## config.mk

```make
export PLATFORM = sky130hd
export DESIGN_NAME = nbt_sram
export DESIGN_NICKNAME = d
export VERILOG_FILES = /design/src/rtl/nbt_pkg.sv /design/src/rtl/nbt_cmd_seq.sv /design/src/rtl/nbt_pipe.sv /design/src/rtl/nbt_store.sv /design/src/rtl/nbt_sram.sv
export SDC_FILE = /design/constraint.sdc
export NUM_CORES = 2
export LEC_CHECK = 0
export BUFFER_PORTS_ARGS = -buffer_cell sky130_fd_sc_hd__buf_2
export CAP_MARGIN = 20
export CORE_MARGIN = 1
export CORE_UTILIZATION = 36
export CTS_CLUSTER_DIAMETER = 50
export DETAILED_ROUTE_END_ITERATION = 8
export MAX_ROUTING_LAYER = met4
export PLACE_DENSITY = 0.57
export SKIP_CTS_REPAIR_TIMING = 1
export SLEW_MARGIN = 10
export SYNTH_ARGS = -nofsm -noshare
export SYNTH_HDL_FRONTEND = slang
export SYNTH_HIERARCHICAL = 1
export SYNTH_SLANG_ARGS = --single-unit
```

## constraint.sdc

```tcl
create_clock -name clk -period 6 [get_ports clk]
set_input_delay 0.9 -clock clk [delete_from_list [all_inputs] [get_ports clk]]
set_output_delay 0.9 -clock clk [all_outputs]
set_load 0.03 [all_outputs]
```

## src/rtl/nbt_pkg.sv

```systemverilog
package nbt_pkg;

    localparam int NBT_DATA_W  = 32;
    localparam int NBT_LANES   = 4;
    localparam int NBT_LANE_W  = NBT_DATA_W / NBT_LANES;
    localparam int NBT_BURST_W = 2;

    typedef enum logic [1:0] {
        OP_IDLE = 2'd0,
        OP_RD   = 2'd1,
        OP_WR   = 2'd2
    } op_kind_e;

    // Low address bits of a burst beat for either ordering.
    function automatic logic [NBT_BURST_W-1:0] burst_step(
        input logic [NBT_BURST_W-1:0] start,
        input logic [NBT_BURST_W-1:0] beat,
        input logic                   linear
    );
        return linear ? (start + beat) : (start ^ beat);
    endfunction

endpackage

```

## src/rtl/nbt_cmd_seq.sv

```systemverilog
// Command decode and burst address sequencing.
module nbt_cmd_seq
    import nbt_pkg::*;
#(
    parameter int ADDR_W = 6
) (
    input  logic                 clk,
    input  logic                 rst_n,
    input  logic                 acc,
    input  logic                 sel_ok,
    input  logic                 adv_ld,
    input  logic                 rw_sel,
    input  logic [ADDR_W-1:0]    addr,
    input  logic [NBT_LANES-1:0] byte_we_n,
    input  logic                 burst_linear,
    output op_kind_e             op_kind,
    output logic [ADDR_W-1:0]    op_addr,
    output logic [NBT_LANES-1:0] op_bwe_n
);

    localparam int HI_W = ADDR_W - NBT_BURST_W;

    typedef struct packed {
        logic [ADDR_W-1:0]      base;
        logic [NBT_BURST_W-1:0] beat;
        logic                   is_read;
        logic                   open;
    } seq_t;

    seq_t seq_d, seq_q;
    logic [NBT_BURST_W-1:0] beat_nx;

    always_comb begin
        seq_d    = seq_q;
        op_kind  = OP_IDLE;
        op_addr  = seq_q.base;
        op_bwe_n = byte_we_n;
        beat_nx  = seq_q.beat + 1'b1;
        if (!adv_ld) begin
            if (sel_ok) begin
                seq_d.base    = addr;
                seq_d.beat    = '0;
                seq_d.is_read = rw_sel;
                seq_d.open    = 1'b1;
                op_kind       = rw_sel ? OP_RD : OP_WR;
                op_addr       = addr;
            end else begin
                seq_d.open = 1'b0;
            end
        end else if (seq_q.open) begin
            seq_d.beat = beat_nx;
            op_kind    = seq_q.is_read ? OP_RD : OP_WR;
            op_addr    = {seq_q.base[ADDR_W-1 -: HI_W],
                          burst_step(seq_q.base[NBT_BURST_W-1:0], beat_nx, burst_linear)};
        end
        if (!acc) begin
            seq_d = seq_q;
        end
    end

    always_ff @(posedge clk or negedge rst_n) begin
        if (!rst_n) begin
            seq_q <= '0;
        end else begin
            seq_q <= seq_d;
        end
    end

endmodule

```

## src/rtl/nbt_pipe.sv

```systemverilog
// Two command slots between the address edge and the data edge.
module nbt_pipe
    import nbt_pkg::*;
#(
    parameter int ADDR_W = 6
) (
    input  logic                 clk,
    input  logic                 rst_n,
    input  logic                 acc,
    input  op_kind_e             in_kind,
    input  logic [ADDR_W-1:0]    in_addr,
    input  logic [NBT_LANES-1:0] in_bwe_n,
    output op_kind_e             s1_kind,
    output logic [ADDR_W-1:0]    s1_addr,
    output op_kind_e             s2_kind,
    output logic [ADDR_W-1:0]    s2_addr,
    output logic [NBT_LANES-1:0] s2_bwe_n
);

    typedef struct packed {
        op_kind_e               kind;
        logic [ADDR_W-1:0]      addr;
        logic [NBT_LANES-1:0]   bwe_n;
    } slot_t;

    typedef struct packed {
        slot_t first;
        slot_t second;
    } pipe_t;

    pipe_t pipe_d, pipe_q;

    always_comb begin
        pipe_d = pipe_q;
        if (acc) begin
            pipe_d.second      = pipe_q.first;
            pipe_d.first.kind  = in_kind;
            pipe_d.first.addr  = in_addr;
            pipe_d.first.bwe_n = in_bwe_n;
        end
    end

    always_ff @(posedge clk or negedge rst_n) begin
        if (!rst_n) begin
            pipe_q <= '{first: '{kind: OP_IDLE, addr: '0, bwe_n: '1},
                        second: '{kind: OP_IDLE, addr: '0, bwe_n: '1}};
        end else begin
            pipe_q <= pipe_d;
        end
    end

    assign s1_kind  = pipe_q.first.kind;
    assign s1_addr  = pipe_q.first.addr;
    assign s2_kind  = pipe_q.second.kind;
    assign s2_addr  = pipe_q.second.addr;
    assign s2_bwe_n = pipe_q.second.bwe_n;

endmodule

```

## src/rtl/nbt_store.sv

```systemverilog
// Byte-lane storage array with registered read.
module nbt_store
    import nbt_pkg::*;
#(
    parameter int ADDR_W = 6
) (
    input  logic                  clk,
    input  logic                  wr_en,
    input  logic [ADDR_W-1:0]     wr_addr,
    input  logic [NBT_DATA_W-1:0] wr_data,
    input  logic [NBT_LANES-1:0]  wr_bwe_n,
    input  logic                  rd_en,
    input  logic [ADDR_W-1:0]     rd_addr,
    output logic [NBT_DATA_W-1:0] rd_data
);

    localparam int DEPTH = 1 << ADDR_W;

    for (genvar g = 0; g < NBT_LANES; g++) begin : g_lane
        logic [NBT_LANE_W-1:0] lane_mem [DEPTH];
        logic [NBT_LANE_W-1:0] lane_rd_q;

        always_ff @(posedge clk) begin
            if (wr_en && !wr_bwe_n[g]) begin
                lane_mem[wr_addr] <= wr_data[g*NBT_LANE_W +: NBT_LANE_W];
            end
        end

        always_ff @(posedge clk) begin
            if (rd_en) begin
                lane_rd_q <= lane_mem[rd_addr];
            end
        end

        assign rd_data[g*NBT_LANE_W +: NBT_LANE_W] = lane_rd_q;
    end

endmodule

```

## src/rtl/nbt_sram.sv

```systemverilog
// Top: decode, pipeline, array, and read output stage with write forwarding.
module nbt_sram
    import nbt_pkg::*;
#(
    parameter int ADDR_W = 6
) (
    input  logic                  clk,
    input  logic                  rst_n,
    input  logic                  clk_en_n,
    input  logic [ADDR_W-1:0]     addr,
    input  logic                  rw_sel,
    input  logic                  adv_ld,
    input  logic                  sel_a_n,
    input  logic                  sel_b,
    input  logic                  sel_c_n,
    input  logic [NBT_LANES-1:0]  byte_we_n,
    input  logic                  burst_linear,
    input  logic                  out_en_n,
    input  logic [NBT_DATA_W-1:0] data_in,
    output logic [NBT_DATA_W-1:0] data_out,
    output logic                  data_oe
);

    typedef struct packed {
        logic                  rd_phase;
        logic [NBT_DATA_W-1:0] dout;
        logic                  wl_valid;
        logic [ADDR_W-1:0]     wl_addr;
        logic [NBT_DATA_W-1:0] wl_data;
        logic [NBT_LANES-1:0]  wl_bwe_n;
    } out_t;

    logic                  acc;
    logic                  sel_ok;
    op_kind_e              op_kind;
    logic [ADDR_W-1:0]     op_addr;
    logic [NBT_LANES-1:0]  op_bwe_n;
    op_kind_e              s1_kind;
    logic [ADDR_W-1:0]     s1_addr;
    op_kind_e              s2_kind;
    logic [ADDR_W-1:0]     s2_addr;
    logic [NBT_LANES-1:0]  s2_bwe_n;
    logic [NBT_DATA_W-1:0] rd_word;
    logic [NBT_DATA_W-1:0] merged;
    out_t                  out_d, out_q;

    assign acc    = !clk_en_n;
    assign sel_ok = !sel_a_n && sel_b && !sel_c_n;

    nbt_cmd_seq #(.ADDR_W(ADDR_W)) seq_i (
        .clk          (clk),
        .rst_n        (rst_n),
        .acc          (acc),
        .sel_ok       (sel_ok),
        .adv_ld       (adv_ld),
        .rw_sel       (rw_sel),
        .addr         (addr),
        .byte_we_n    (byte_we_n),
        .burst_linear (burst_linear),
        .op_kind      (op_kind),
        .op_addr      (op_addr),
        .op_bwe_n     (op_bwe_n)
    );

    nbt_pipe #(.ADDR_W(ADDR_W)) pipe_i (
        .clk      (clk),
        .rst_n    (rst_n),
        .acc      (acc),
        .in_kind  (op_kind),
        .in_addr  (op_addr),
        .in_bwe_n (op_bwe_n),
        .s1_kind  (s1_kind),
        .s1_addr  (s1_addr),
        .s2_kind  (s2_kind),
        .s2_addr  (s2_addr),
        .s2_bwe_n (s2_bwe_n)
    );

    nbt_store #(.ADDR_W(ADDR_W)) store_i (
        .clk      (clk),
        .wr_en    (acc && (s2_kind == OP_WR)),
        .wr_addr  (s2_addr),
        .wr_data  (data_in),
        .wr_bwe_n (s2_bwe_n),
        .rd_en    (acc && (s1_kind == OP_RD)),
        .rd_addr  (s1_addr),
        .rd_data  (rd_word)
    );

    always_comb begin
        out_d  = out_q;
        merged = rd_word;
        for (int g = 0; g < NBT_LANES; g++) begin
            if (out_q.wl_valid && (out_q.wl_addr == s2_addr) && !out_q.wl_bwe_n[g]) begin
                merged[g*NBT_LANE_W +: NBT_LANE_W] = out_q.wl_data[g*NBT_LANE_W +: NBT_LANE_W];
            end
        end
        if (acc) begin
            out_d.wl_valid = (s2_kind == OP_WR);
            out_d.wl_addr  = s2_addr;
            out_d.wl_data  = data_in;
            out_d.wl_bwe_n = s2_bwe_n;
            out_d.rd_phase = (s2_kind == OP_RD);
            if (s2_kind == OP_RD) begin
                out_d.dout = merged;
            end
        end
    end

    always_ff @(posedge clk or negedge rst_n) begin
        if (!rst_n) begin
            out_q <= '0;
        end else begin
            out_q <= out_d;
        end
    end

    assign data_out = out_q.dout;
    assign data_oe  = out_q.rd_phase && !out_en_n;

endmodule

```

# Yosys cells after proc, flatten, opt, wreduce, memory -nomap -nowiden
# Memories as Yosys holds them, arrays and structs flattened. A register that Yosys moved wholly into a read port is not among the register bits.
# Cells that the tools add are included.
dict set report word_totals {
  rom_bits 0
  word_cells 86
  mem_bits_rw 2048
  n_memories 4
  input_bits 52
  ff_bits 110
  latchBits 0
}
dict set report classes {
  magnitude_cmp 0
  n_addsub 2
  multipliers 0
  n_shift 0
  div 0
  mux 25
  reduce_logical 31
  n_bitwise 3
  n_eq_ne 5
}
# name words width rd rd_clocked_by_memory_dff write_ports line
set mem_list {}
lappend mem_list {{store_i.g_lane[0].lane_mem} 64 8 1 1 1 nbt_store.sv:20} ;# logic [NBT_LANE_W-1:0] lane_mem [DEPTH];
lappend mem_list {{store_i.g_lane[1].lane_mem} 64 8 1 1 1 nbt_store.sv:20}
lappend mem_list {{store_i.g_lane[2].lane_mem} 64 8 1 1 1 nbt_store.sv:20}
lappend mem_list {{store_i.g_lane[3].lane_mem} 64 8 1 1 1 nbt_store.sv:20}
# cell n
set ops {}
lappend ops {{8-bit two-way mux} 4}
lappend ops {{2-bit two-way mux} 9}
lappend ops {{1-bit logical AND} 14}
lappend ops {{1-bit logical NOT} 12}
lappend ops {{6-bit two-way mux} 2}
lappend ops {{1-bit two-way mux} 9}
lappend ops {{6-bit equality test} 1}
lappend ops {{3-bit AND reduction} 2}
lappend ops {{2-bit by 1-bit equality test with 1-bit output (second input constant)} 2}
lappend ops {{2-bit AND reduction} 2}
lappend ops {{3-bit two-way mux} 1}
lappend ops {{2-bit by 1-bit adder with 2-bit output (second input constant)} 1}
lappend ops {{2-bit adder} 1}
lappend ops {{2-bit equality test (second input constant)} 1}
lappend ops {{2-bit by 1-bit != test with 1-bit output (second input constant)} 1}
lappend ops {{1-bit NOT} 2}
lappend ops {{2-bit nonzero test} 1}
lappend ops {{2-bit bitwise XOR} 1}

# Depth between registers and ports, before layout
dict set report depth {
  ltp_word 5
  depth_mapped 10
  depth_no_buf 7
}

# Modules after synthesis
# The synthesis kept the hierarchy.
# mod cells_per_inst area_per_inst_um2 n_inst
set modules_own_cells {}
lappend modules_own_cells {nbt_store 3665 79716.5 1}
lappend modules_own_cells {nbt_sram 341 3897.5 1}
lappend modules_own_cells {nbt_pipe 71 1157.4 1}
lappend modules_own_cells {nbt_cmd_seq 59 633.1 1}

# Worst setup path after synthesis
# No wires, ideal clock.
dict set report synth_path {
  path_type {input port to flip-flop}
  start {in clk_en_n}
  end {reg store_i.g_lane[0].lane_rd_q[0] (read register of store_i.g_lane[0].lane_mem), enable pin}
  n_path_buf 2
  path_slack_ns 1.815
  t_arrival_ns 3.717
  t_required_ns 5.532
  stages 3
  setup_ns 0.468
  cell_sequence {clkbuf_1 > buf_2 > nor3b_1}
}
dict set report synth_between {
  elab_chain_len 2
}
# item line
set synth_rtl {}
lappend synth_rtl {{from (decl)} nbt_sram.sv:9} ;# input logic clk_en_n,
lappend synth_rtl {{1-bit logical NOT} nbt_sram.sv:47} ;# assign acc = !clk_en_n;
lappend synth_rtl {{1-bit logical AND} nbt_sram.sv:85} ;# .rd_en (acc && (s1_kind == OP_RD)),
lappend synth_rtl {{to (decl)} nbt_store.sv:21} ;# logic [NBT_LANE_W-1:0] lane_rd_q;
# Every way passes these cells.
# A chain may end at the register's enable or synchronous reset.

==> summary.txt <==
====================================================================================
Clock root cell                                                         sky130_fd_sc_hd__clkbuf_16
Number of cells on the worst reg-to-reg path                                       7
Count of warnings emitted by yosys                                                 6
Pin count of the biggest net entering global routing                             109
Unrepaired setup endpoints after global routing                                false
Filler-free cell count of the finished design                                   7617
Cell chain of the critical path                                         buf_4 > buf_4 > mux4_2 > nor2b_1 > a2111oi_0 > o22ai_1 > and3_1
Simple logic cell fraction of the synthesized area                             2.96%
Net load switching power                                                     10.6 mW
Adder-cell share of the synthesized area                                     0.0147%
Share of the synthesized area in the top cell type                             73.1%
Number of input and output port buffers inserted                                  84
DPL Wire Length                                                            152000 µm
Die Wd                                                                        489 µm
Worst min-delay path class                                               in -> async
Asr flop ratio synth                                                           5.02%
Area Overhead vs Synth                                                         13.3%
H-tree depth                                                                       4
Maximum buffer depth of the clock tree                                             3
Buffer and inverter count on the worst path                                        2
Number of enable flip-flop cells after synthesis                                2080
GRT Resource Usage Total                                                       21.2%
Class of the most critical setup path                                     reg -> reg
Routed Antenna Nets                                                                0
Iteration-0 DRC Markers                                                         5748
Syn Nets                                                                        4189
TritonCTS sink count                                                            2190
Post-synthesis compound-gate area fraction                                     3.00%
Fmax                                                                         252 MHz
Required time of the worst setup path                                        6.63 ns
Violated checks                                                                  DRC
Gate power share                                                               17.2%
Final-stage net count                                                           4296
Post-synthesis xor/xnor area fraction                                        0.0820%
Standard cell core area                                                    0.236 mm²
Capture point of the worst path                                         store_i/g_lane[0].lane_rd_q[7]
Reg-to-reg startpoint                                                   pipe_i/s1_addr[2]
Largest clock skew in the final design                                     0.0768 ns
Maximum fanout encountered on the critical timing path                            44
Multiplexer share of the synthesized area                                      15.5%
Layout cells sized above 1                                                     26.2%
Data arrival time of the worst path                                          4.61 ns
Dominant cells by area after synthesis                                  sky130_fd_sc_hd__edfxtp_1, sky130_fd_sc_hd__mux4_2, sky130_fd_sc_hd__dfrtp_1
CTS clk-pin slew, worst paths                                                0.06 ns
Logic depth of the worst setup path including buffers                              7
Max_slew headroom                                                              14.3%
Startpoint types                                                           flip-flop
IR Drop Worst-Case VDD                                                      0.337 mV
Post-synthesis sequential element count                                         2190
Final period util                                                              66.2%
Initial antenna violation count                                                   25
Library cell with the highest instance count after synthesis            sky130_fd_sc_hd__edfxtp_1
TritonCTS Buffers                                                                228
Total Wirelength                                                           246000 µm
Final core utilization                                                         41.1%
Drt first pass iters                                                               9
CP top delay family                                                     buffers and inverters
Cell at the slowest stage of the critical path                          sky130_fd_sc_hd__dfrtp_4
Critical Path Source                                                    pipe_i/s1_addr[2]
WL per Instance                                                              32.3 µm
Sequential cell fraction of total power                                        45.6%
Final routed DRC violation total                                                 109
Placed insts                                                                    7161
Total I/O pin count                                                               85
Post-synthesis cell area                                                  0.0854 mm²
Critical path's largest stage delay                                          0.82 ns
Power per standard cell area                                              395 mW/mm²
Grt ovf                                                                            0
Distinct cell type count of the synthesized netlist                               59
Die outline area                                                           0.239 mm²
Global-route wire length before repair                                     343000 µm
Status                                                                  finished with violations
CTS tree                                                                        done
Post-route minimum period                                                    3.97 ns
Final-layout setup total negative slack                                         0 ns
Number of failing hold endpoints at the final stage                                0
Core Rows                                                                        178
Top cell types by occurrence after synthesis                            sky130_fd_sc_hd__edfxtp_1, sky130_fd_sc_hd__mux4_2, sky130_fd_sc_hd__nor2_1, sky130_fd_sc_hd__o22ai_1, sky130_fd_sc_hd__nand2_1
Via count normalized by instance count                                          5.71
Switching part of the total                                                    27.7%
Vias in the first global route                                                 42500
Worst-case register-to-register setup slack                                  2.03 ns
Count of pins over their slew limit                                                0
Synth Instances                                                                 4136
Vertical die dimension                                                        489 µm
Type of destination of the critical path                                   flip-flop
Number of max-cap violations                                                       0
Dominant register cell in the synthesized netlist                       sky130_fd_sc_hd__edfxtp_1
Vias after detailed routing                                                    43500
Lkg Pwr                                                                      29.8 nW
Final number of setup-violating endpoints                                          0
Power share of the clock group                                                 37.1%
Synthesized area per cell                                                   20.6 µm²
Combinational family with the most area after synthesis                 multiplexers
Cell type with the highest aggregate area in the netlist                sky130_fd_sc_hd__edfxtp_1
Sequential-to-total area share from yosys stat                                 76.4%
Int Pwr                                                                      27.7 mW
Effective utilization at floorplan                                             36.2%
Source-to-sink clock delay at the later pin of the worst-skew pair           0.88 ns
Weighted congestion at the end of routability-driven global placement          0.904
Worst Max-Slew Pin Slew                                                      1.28 ns
Endpoint of the worst register-to-register path                         store_i/g_lane[0].lane_rd_q[7]
Most frequent cell on the critical path                                 sky130_fd_sc_hd__buf_4
====================================================================================
cells by family (layout without fill, tap and decap cells):
kind of cell,count (synthesis),after routing
and+or+nand+nor,581,581
xor gates and xnor gates,8,8
AOI/OAI and AO/OA,365,365
other,0,29
adders and majority gates,1,1
muxes,675,675
buffers and inverters,316,618
DFF,2190,2190
power groups by stage:
| stage | sequential, mW | combinational (mW) | clock, mW |
|---|---|---|---|
| 3_3_place_gp | 17.8 | 6.57 | 0 |
| 5_1_grt | 17.5 | 6.85 | 15.0 |
| 3_5_place_dp | 17.8 | 6.55 | 0 |
| 4_1_cts | 17.4 | 6.57 | 14.4 |
| 2_1_floorplan | 17.4 | 4.46 | 0 |
| 6_report | 17.5 | 6.60 | 14.2 |
stage by stage:
step                power (mW)  area (µm²)  hold WS [ns]  setup WS (ns)
global placement          24.3       89000         0.474           2.21
detailed placement        24.3       89100         0.486           2.13
global route              39.3       96700         0.111           1.96
CTS                       38.5       96700        0.0512           2.09
finish                    38.3       96800        0.0755           2.03
floorplan                 21.9       85400         0.443           1.81
placed cells by master, fill, tap and decap left out, drive strengths merged, types with 15 or more instances in the layout:
master,Yosys,routed
a31oi,33,33
clkinv,1,105
o21ai,39,39
nor4,22,22
clkbuf,92,278
edfxtp,2080,2080
mux4,504,504
a21oi,42,42
dfrtp,102,102
o221ai,18,18
nor3b,17,17
diode,0,29
o31ai,33,33
a221oi,21,21
inv,4,15
bufinv,0,25
nor2,328,328
nand4,25,25
nand2,126,126
buf,219,187
mux2,85,85
o22ai,126,126
mux2i,86,86
registers in the layout, indices dropped and copies added (netlist names):
signal / cells
data_out: 32
store_i/g_lane.lane_rd_q: 32
pipe_i/s2_addr: 6
pipe_i/s1_kind: 2
pipe_i/s2_kind: 2
pipe_i/pipe_q: 4
seq_i/seq_q: 10
pipe_i/s1_addr: 6
pipe_i/s2_bwe_n: 4
out_q: 44
store_i/g_lane.lane_mem: 2048
layer usage:
metal  wire, µm  global-route usage, %  vias to the layer above
met1     102000                   29.1                    23600
met3      24300                   4.85                      411
met5          0                      -                        -
li1           -                      -                    17300
met2     112000                   31.2                     2243
met4       7770                   6.37                        0
cell type report:
class / instances / area, µm²
Tap cell: 3150 / 3940
Antenna cell: 29 / 72.6
Timing Repair Buffer: 188 / 1450
Clock buffer: 277 / 5930
Clock inverter: 148 / 1650
Inverter: 5 / 18.8
Sequential cell: 2190 / 65200
Multi-Input combinational cell: 1630 / 18500
Fill cell: 20700 / 139000
worst min-delay path by stage:
stage          startpoint          end  slack [ns]  cells past startpoint
4_1_cts             rst_n    out_q[11]        0.05                      1
6_report            rst_n     out_q[6]        0.08                      1
2_1_floorplan   out_q[75]    out_q[75]        0.44                      2
3_3_place_gp    out_q[75]    out_q[75]        0.47                      2
3_5_place_dp    out_q[31]    out_q[31]        0.49                      1
5_1_grt             rst_n  data_out[2]        0.11                      1
No activity file was read; power rests on OpenSTA's default activity.
